### src/rtl/dmac_pkg.sv
package dmac_pkg;

    typedef enum logic [1:0] {
        CH_IDLE  = 2'd0,
        CH_ARMED = 2'd1,
        CH_XFER  = 2'd2
    } ch_state_e;

    localparam int unsigned REG_W     = 8;
    localparam int unsigned EN_POS    = 7;
    localparam int unsigned ST_POS    = 0;
    localparam int unsigned BIT_IDX_W = 3;

endpackage

### src/rtl/dmac_lockout.sv
module dmac_lockout #(
    parameter int unsigned LOCK_CYCLES = 3
) (
    input  logic clk,
    input  logic rst_n,
    input  logic clk_sel,
    output logic lock
);
    localparam int unsigned CW = $clog2(LOCK_CYCLES + 1);

    logic          sel_q;
    logic [CW-1:0] cnt_q;
    logic          rise;

    assign rise = clk_sel && !sel_q;
    assign lock = rise || (cnt_q != '0);

    always_ff @(posedge clk) begin
        if (!rst_n) begin
            sel_q <= 1'b0;
            cnt_q <= '0;
        end else begin
            sel_q <= clk_sel;
            if (rise) begin
                cnt_q <= CW'(LOCK_CYCLES);
            end else if (cnt_q != '0) begin
                cnt_q <= cnt_q - 1'b1;
            end
        end
    end

    AST_LOCK_AFTER_RISE: assert property (@(posedge clk) disable iff (!rst_n)
        $rose(clk_sel) |=> lock);

endmodule

### src/rtl/dmac_trig_sel.sv
module dmac_trig_sel #(
    parameter int unsigned NSRC = 16,
    parameter int unsigned SELW = 4
) (
    input  logic [NSRC-1:0] hw_src,
    input  logic [SELW-1:0] sel,
    input  logic            sw_trig,
    output logic            trig
);
    logic hw_hit;

    always_comb begin
        hw_hit = 1'b0;
        for (int i = 0; i < NSRC; i++) begin
            if (sel == SELW'(i)) begin
                hw_hit = hw_src[i];
            end
        end
    end

    assign trig = sw_trig || hw_hit;

endmodule

### src/rtl/dmac_chan.sv
module dmac_chan
    import dmac_pkg::*;
(
    input  logic clk,
    input  logic rst_n,
    input  logic lock,
    input  logic en_wr,
    input  logic en_val,
    input  logic st_wr,
    input  logic st_val,
    input  logic trig,
    input  logic eng_done,
    output logic en_o,
    output logic st_o,
    output logic eng_start,
    output logic eng_abort,
    output logic irq
);
    ch_state_e state_q, state_d;
    logic      en_q;
    logic      st_clear;

    assign st_clear = st_wr && !st_val;

    always_comb begin
        state_d = state_q;
        unique case (state_q)
            CH_IDLE: begin
                if (st_wr && st_val) state_d = CH_ARMED;
            end
            CH_ARMED: begin
                if (st_clear)          state_d = CH_IDLE;
                else if (en_q && trig) state_d = CH_XFER;
            end
            CH_XFER: begin
                if (eng_done)      state_d = CH_IDLE;
                else if (st_clear) state_d = CH_IDLE;
            end
            default: state_d = CH_IDLE;
        endcase
    end

    always_ff @(posedge clk) begin
        if (!rst_n) state_q <= CH_IDLE;
        else        state_q <= state_d;
    end

    always_ff @(posedge clk) begin
        if (!rst_n) begin
            en_q      <= 1'b0;
            eng_start <= 1'b0;
            eng_abort <= 1'b0;
            irq       <= 1'b0;
        end else begin
            if (en_wr && (state_q == CH_IDLE) && !lock) en_q <= en_val;
            eng_start <= (state_q == CH_ARMED) && (state_d == CH_XFER);
            irq       <= (state_q == CH_XFER) && eng_done;
            eng_abort <= (state_q == CH_XFER) && !eng_done && st_clear;
        end
    end

    assign en_o = en_q;
    assign st_o = (state_q != CH_IDLE);

    AST_EN_FROZEN: assert property (@(posedge clk) disable iff (!rst_n)
        (state_q != CH_IDLE) |=> $stable(en_q));
    AST_START_NEEDS_EN: assert property (@(posedge clk) disable iff (!rst_n)
        eng_start |-> en_q);
    AST_START_ONE: assert property (@(posedge clk) disable iff (!rst_n)
        eng_start |=> !eng_start);
    AST_DONE_IRQ: assert property (@(posedge clk) disable iff (!rst_n)
        ((state_q == CH_XFER) && eng_done) |=> (irq && (state_q == CH_IDLE)));
    AST_ABORT_NO_IRQ: assert property (@(posedge clk) disable iff (!rst_n)
        eng_abort |-> !irq);
    AST_COLLIDE: assert property (@(posedge clk) disable iff (!rst_n)
        ((state_q == CH_XFER) && eng_done && st_clear) |=> !eng_abort);
    AST_LOCK_HOLD: assert property (@(posedge clk) disable iff (!rst_n)
        (lock && en_wr) |=> $stable(en_q));
    AST_DROP_IDLE: assert property (@(posedge clk) disable iff (!rst_n)
        ((state_q == CH_IDLE) && trig) |=> !eng_start);

endmodule

### src/rtl/dmac_chan_ctrl.sv
module dmac_chan_ctrl
    import dmac_pkg::*;
#(
    parameter int unsigned NCH         = 2,
    parameter int unsigned NSRC        = 16,
    parameter int unsigned SELW        = 4,
    parameter int unsigned LOCK_CYCLES = 3,
    localparam int unsigned CHW        = (NCH > 1) ? $clog2(NCH) : 1
) (
    input  logic                  clk,
    input  logic                  rst_n,
    input  logic                  reg_wr,
    input  logic [CHW-1:0]        reg_sel,
    input  logic                  reg_bit_mode,
    input  logic [BIT_IDX_W-1:0]  reg_bit_idx,
    input  logic [REG_W-1:0]      reg_wdata,
    output logic [REG_W-1:0]      reg_rdata,
    input  logic                  clk_sel,
    input  logic [NCH*SELW-1:0]   src_sel,
    input  logic [NSRC-1:0]       hw_src,
    input  logic [NCH-1:0]        sw_trig,
    input  logic [NCH-1:0]        eng_done,
    output logic [NCH-1:0]        eng_start,
    output logic [NCH-1:0]        eng_abort,
    output logic [NCH-1:0]        irq_done,
    output logic [NCH-1:0]        ch_clk_en
);
    logic             lock;
    logic [NCH-1:0]   en_bits;
    logic [NCH-1:0]   st_bits;
    logic             wdata_unused;

    assign wdata_unused = ^reg_wdata[EN_POS-1:ST_POS+1];

    dmac_lockout #(.LOCK_CYCLES(LOCK_CYCLES)) u_lock (
        .clk     (clk),
        .rst_n   (rst_n),
        .clk_sel (clk_sel),
        .lock    (lock)
    );

    for (genvar g = 0; g < NCH; g++) begin : g_ch
        logic hit, en_wr, en_val, st_wr, st_val, trig;

        assign hit    = reg_wr && (reg_sel == CHW'(g));
        assign en_wr  = hit && (!reg_bit_mode || (reg_bit_idx == BIT_IDX_W'(EN_POS)));
        assign st_wr  = hit && (!reg_bit_mode || (reg_bit_idx == BIT_IDX_W'(ST_POS)));
        assign en_val = reg_bit_mode ? reg_wdata[0] : reg_wdata[EN_POS];
        assign st_val = reg_wdata[ST_POS];

        dmac_trig_sel #(.NSRC(NSRC), .SELW(SELW)) u_tsel (
            .hw_src  (hw_src),
            .sel     (src_sel[g*SELW +: SELW]),
            .sw_trig (sw_trig[g]),
            .trig    (trig)
        );

        dmac_chan u_chan (
            .clk       (clk),
            .rst_n     (rst_n),
            .lock      (lock),
            .en_wr     (en_wr),
            .en_val    (en_val),
            .st_wr     (st_wr),
            .st_val    (st_val),
            .trig      (trig),
            .eng_done  (eng_done[g]),
            .en_o      (en_bits[g]),
            .st_o      (st_bits[g]),
            .eng_start (eng_start[g]),
            .eng_abort (eng_abort[g]),
            .irq       (irq_done[g])
        );
    end

    assign ch_clk_en = en_bits;

    always_comb begin
        reg_rdata = '0;
        for (int i = 0; i < NCH; i++) begin
            if (reg_sel == CHW'(i)) begin
                reg_rdata[EN_POS] = en_bits[i];
                reg_rdata[ST_POS] = st_bits[i];
            end
        end
    end

    AST_PAD_ZERO: assert property (@(posedge clk) disable iff (!rst_n)
        reg_rdata[EN_POS-1:ST_POS+1] == '0);
    AST_CLK_GATE: assert property (@(posedge clk) disable iff (!rst_n)
        (eng_start & ~ch_clk_en) == '0);

endmodule

### config.mk
export PLATFORM = sky130hd
export DESIGN_NAME = dmac_chan_ctrl
export DESIGN_NICKNAME = d
export VERILOG_FILES = /design/src/rtl/dmac_pkg.sv /design/src/rtl/dmac_lockout.sv /design/src/rtl/dmac_trig_sel.sv /design/src/rtl/dmac_chan.sv /design/src/rtl/dmac_chan_ctrl.sv
export SDC_FILE = /design/constraint.sdc
export NUM_CORES = 1
export LEC_CHECK = 0
export BUFFER_PORTS_ARGS = -buffer_cell sky130_fd_sc_hd__buf_2
export CAP_MARGIN = 20
export CORE_MARGIN = 3
export CORE_UTILIZATION = 40
export DETAILED_ROUTE_END_ITERATION = 16
export PLACE_DENSITY_LB_ADDON = 0.15
export SETUP_SLACK_MARGIN = 0.1
export SLEW_MARGIN = 20
export SYNTH_ARGS = -nofsm -noshare
export SYNTH_HDL_FRONTEND = slang
export SYNTH_SLANG_ARGS = --single-unit
### constraint.sdc
create_clock -name clk -period 1.41 [get_ports clk]
set_input_delay 0.141 -clock clk [delete_from_list [all_inputs] [get_ports clk]]
set_output_delay 0.141 -clock clk [all_outputs]
set_load 0.02 [all_outputs]
[Yosys cells after proc, flatten, opt, wreduce, memory -nomap -nowiden]
Index checks and enable logic that the tools add are counted.
Cells by class
  reductions and logical operators: 45
  mux-type cells: 49
  add/sub/neg operators: 1
  bitwise logic cells: 1
  eq/ne operators: 37
Operator list (count)
  $eq A4 B4 Y1 const B: 16
  $mux W1: 35
  $eq A4 B3 Y1 const B: 8
  $logic_and A1 B1 Y1: 25
  $mux W2: 12
  $eq A4 B2 Y1 const B: 4
  $pmux W2 S3: 2
  $eq A2 B2 Y1 const B: 4
  $eq A4 B1 Y1 const B: 2
  $logic_not A4 Y1: 2
  $reduce_bool A2 Y1: 4
  $logic_not A1 Y1: 6
  $logic_or A1 B1 Y1: 5
  $eq A2 B1 Y1 const B: 2
  $logic_not A2 Y1: 2
  $eq A3 B3 Y1 const B: 1
  $logic_not A3 Y1: 1
  $sub A2 B1 Y2 const B: 1
  $not A1 Y1: 1
Word-level totals
  output and inout port bits: 16
  word-level logic and storage cells: 145
  input port bits: 45
  bits in registers: 15

[Depth between registers and ports, before layout]
  depth after elaboration: 24
  mapped depth: 7
  gate-level depth less buffers: 7

[Modules after synthesis]
A second synthesis with hierarchy kept.
Unflattened totals
  cell total of the unflattened synthesis: 117
  area total of the unflattened synthesis: 1061.0 um^2
By module, submodules not included
  dmac_chan: area an instance 226.5 um^2, times used 2, seq. area each 120.1 um^2, cells an instance 24
  dmac_trig_sel: area an instance 172.7 um^2, times used 2, seq. area each 0.0 um^2, cells an instance 19
  dmac_lockout: area an instance 138.9 um^2, times used 1, seq. area each 60.1 um^2, cells an instance 13
  dmac_chan_ctrl: area an instance 123.9 um^2, times used 1, seq. area each 0.0 um^2, cells an instance 18

[Worst setup path after synthesis]
OpenSTA, ideal clock, no wires.
  kind: in2reg
  start: input src_sel[5]
  end: register g_ch[1].u_chan.state_q[1]
  data required time: 1291 ps
  buffers on the path: 1
  arrival time: 1385 ps
  setup slack: -94 ps
  cell stages on the path: 6
  setup time: 119 ps
  cells stage by stage: buf_6 > mux4_2 > and2_1 > a211o_1 > a21boi_2 > o21ai_1
Between the ends
  cells in the longest elaborated chain, start to end: 22
  elaborated cells between the ends (all ways): 37
  those cells by class: 15 x eq/ne; 19 x mux; 3 x reduce/logical
RTL lines
  from (decl): line dmac_chan_ctrl.sv:19  | input logic [NCH*SELW-1:0] src_sel,
  $logic_not A4 Y1: line dmac_trig_sel.sv:15  | if (sel == SELW'(i)) begin
  $mux W1 (15 in series): line dmac_trig_sel.sv:15
  $mux W1 (*): line dmac_trig_sel.sv:15
  $logic_or A1 B1 Y1 (*): line dmac_trig_sel.sv:21  | assign trig = sw_trig || hw_hit;
  $logic_and A1 B1 Y1 (*): line dmac_chan.sv:33  | else if (en_q && trig) state_d = CH_XFER;
  $mux W2 (*): line dmac_chan.sv:33
  $mux W2 (*): line dmac_chan.sv:32  | if (st_clear) state_d = CH_IDLE;
  $pmux W2 S3 (*): line dmac_chan.sv:27  | unique case (state_q)
  to (signal assigned): line dmac_chan.sv:45  | else state_q <= state_d;
  to (decl): line dmac_chan.sv:19  | ch_state_e state_q, state_d;
Every way passes the cells marked *; elsewhere a longest branch is shown, timed or not.
A chain may end at the register's enable or synchronous reset.

[Final worst setup path]
  start: register g_ch[1].u_chan.state_q[0]
  end: output reg_rdata[0]
Between the ends
  cells in the longest elaborated chain, start to end: 2
RTL lines
  $reduce_bool A2 Y1: line dmac_chan.sv:63  | assign st_o = (state_q != CH_IDLE);
  $mux W1: line dmac_chan_ctrl.sv:81  | if (reg_sel == CHW'(i)) begin
  to (decl): line dmac_chan_ctrl.sv:17  | output logic [REG_W-1:0] reg_rdata,
No other way between the ends.

==> reports/summary.log <==
INFO  layout         final_layout_size_suffix_gt1_share=48.9%
INFO  status         run_status=complete, no violations
INFO  power_and_ir_drop p_leak=0.000675uW
INFO  layout         layout_commonest_cell=buf_2
INFO  cts            cts_inserted_buffers=3
INFO  grt            grt_first_pass_wirelength=4360um
INFO  logic_synthesis synth_top_flop_cell=dfxtp_1
INFO  critical_path  cp_data_required_time=1.27ns
INFO  drt            wirelength=2620um
INFO  logic_synthesis syn-mean-instance-area=9.05um^2
INFO  critical_path  r2r_slack=0.18ns
INFO  logic_synthesis yosys.cell_types.count=44
INFO  placement      placed_cells_incl_taps=200
INFO  grt            grt_pass1_vias=1058
INFO  floorplanning  floorplan.die.width=58.5um
INFO  grt            antenna_found_initial=0
INFO  sta            hold_violations=0
INFO  drt            detailroute.via_count=1102
INFO  logic_synthesis post_synth_instance_area=1100um^2
INFO  layout         nNetsFinal=223
INFO  sta            final.period_utilization=90.4%
INFO  critical_path  path_max_fanout=4
INFO  flow_run       maxCapViolations=0
INFO  logic_synthesis synth.ff_latch_count=15
INFO  floorplanning  die_h=58.5um
INFO  placement      globalplace.congestion=0.809
INFO  critical_path  worst-endpoint-arrival=1.13ns
INFO  floorplanning  design.portCount=61
INFO  drt            post_detailed_route_wirelength_per_cell=12.7um
INFO  power_and_ir_drop pwrdens=719nW/um^2
INFO  layout         area_growth_syn_to_layout=32.9%
INFO  grt            globalRoute.totalOverflow=0
INFO  drt            detail_route.iter0.violations=25
INFO  layout         n_antenna_cell=0
INFO  power_and_ir_drop power.ir.vdd_worst=538uV
INFO  cts            clock_buffer_depth=2
INFO  hold_path      hold_class=in2reg
INFO  critical_path  setup.worst_path.start_class=register
INFO  sta            setup-tns-final=0ns
INFO  critical_path  worstSetupPathType=reg2out
INFO  logic_synthesis number_of_flops_mapped_to_enable_cells_by_yosys=0
INFO  sta            timing.clock.skew=0.00107ns
INFO  logic_synthesis syn-instance-count=122
INFO  cts            clkSlewWorstSetupHoldPaths=0.10ns
INFO  grt            maximum_number_of_pins_on_one_net_before_global_route_repair=12
INFO  logic_synthesis ys.warnings.count=0
INFO  cts            post_cts_hold_buffer_count=0
INFO  drt            detail_route_antenna_nets=0
INFO  placement      placement.io_buffers=48
INFO  cts            cts_tree=built
INFO  cts            root_buffer=clkbuf_4
INFO  cts            cts_htree_levels=1
INFO  sta            finalSetupViolCount=0
INFO  cts            clk_latency=0.28ns
INFO  floorplanning  rows=18
INFO  sta            unrepaired_setup_endpoints_after_global_routing=yes
INFO  sta            report.final.slew_viol_count=0
INFO  floorplanning  die_area=3430um^2
INFO  floorplanning  starting_density_of_the_core=43.4%
INFO  floorplanning  core_area=2540um^2
INFO  placement      place_hpwl=2150um
INFO  grt            gr-usage-all-layers=16.0%
INFO  critical_path  element_type_at_the_critical_path_end=primary output
INFO  drt            vias_per_cell=5.35
INFO  layout         layoutNonFillerInstCount=206
INFO  cts            cts.sinks=15
INFO  drt            drtPass1Iterations=4
INFO  layout         final_cell_mix=buf_2, buf_4, dfxtp_1, nor2_1, nand2_1
INFO  sta            period_minus_slack=1.27ns
INFO  drt            drcViolationCount=0
INFO  logic_synthesis ys_seq_area_share=27.2%
INFO  sta            fmax=785MHz
INFO  logic_synthesis synthArstFlopShare=0%
[metal layers]
| layer | GRT usage [%] | vias to the layer above | part of all wire, % |
|---|---|---|---|
| met4 | 2.98 | 0 | 0.61 |
| li1 | - | 543 | - |
| met5 | 0 | - | 0 |
| met1 | 22.1 | 504 | 45 |
| met2 | 25.7 | 51 | 46 |
| met3 | 3.95 | 4 | 8.2 |
[flip-flops by register name, indices dropped and copies added (netlist names)]
register / cells
u_lock.sel_q: 1
g_ch.u_chan.eng_start: 2
u_lock.cnt_q: 2
g_ch.u_chan.en_o: 2
g_ch.u_chan.state_q: 4
g_ch.u_chan.eng_abort: 2
g_ch.u_chan.irq: 2
[cell families after synthesis]
family	count (synthesis)	synth area share, %
fa+ha+maj	1	1.13
flops	15	27.2
buf+inv	22	13.6
mux	13	18.3
xor+xnor	1	0.794
simple gates	48	23.4
other cells	1	0.340
compound gates	21	15.3
[timing repair]
action                     in CTS  in global routing
cloned                          0                  0
setup endpoints to repair       3                  5
setup buffers                   0                  2
resized for setup               5                 10
pin swaps                       1                  7
[area by class of cell]
cell class,instances,area (um^2)
Multi-Input combinational cell,90,732
Tap cell,30,37.5
Sequential cell,15,303
Timing Repair Buffer,62,348
Clock buffer,3,22.5
Clock inverter,1,5.00
Inverter,5,18.8
Fill cell,239,1080
[where the power goes]
part | leakage [uW] | total (uW) | internal [uW] | switching [uW]
Clock | 0.0000177 | 253 | 105 | 147
Sequential | 0.000123 | 456 | 442 | 14.3
Combinational | 0.000534 | 346 | 183 | 163
[Yosys cell counts, types with 2 or more instances]
master    instances  area share [%]
a21boi_0          2             1.4
a21oi_1           2            0.91
and2_1            3             1.7
buf_4            14             9.5
buf_6             2             2.0
dfxtp_1          15              27
inv_1             5             1.7
mux2_2            4             4.1
mux2i_1           4             3.6
mux4_2            4             8.2
nand2_1          11             3.7
nand3_1           4             1.8
nand3b_1          2             1.4
nand4_1           2             1.1
nor2_1           10             3.4
nor3_1            3             1.4
nor3b_1           5             3.4
o21a_1            2             1.4
o21ai_1           2            0.91
or3_1             2             1.1
[stage by stage]
stage | hold slack, ns | cell area (um^2) | total power (uW) | utilization, % | setup slack (ns)
after global routing | 0.0449 | 1470 | 1110 | 57.6 | 0.0824
after detailed placement | 0.341 | 1360 | 772 | 53.4 | -0.171
after floorplan | 0.220 | 1130 | 654 | - | -0.0413
after CTS | 0.0303 | 1410 | 1030 | 55.5 | 0.114
after global placement | 0.346 | 1360 | 762 | 53.4 | -0.146
final | 0.0372 | 1470 | 1050 | 57.6 | 0.136
[worst max-delay path: stages, from the launching register on]
cell and delay, ns:
dfxtp_1 0.37, nor3b_4 0.26, nor2_1 0.06, buf_2 0.16
[final timing paths]
| check | start | end | cells past startpoint |
|---|---|---|---|
| setup / recovery | g_ch[1].u_chan.state_q[0]$_SDFF_PN0_ | reg_rdata[0] | 3 |
| hold / removal | eng_done[1] | g_ch[1].u_chan.eng_abort$_SDFF_PN0_ | 2 |
| setup reg to reg | u_lock.cnt_q[1]$_SDFFE_PN0N_ | g_ch[0].u_chan.en_o$_SDFFE_PN0P_ | 7 |
| hold reg to reg | g_ch[0].u_chan.en_o$_SDFFE_PN0P_ | g_ch[0].u_chan.eng_start$_SDFF_PN0_ | 2 |
No activity file was read; power rests on OpenSTA's default activity.
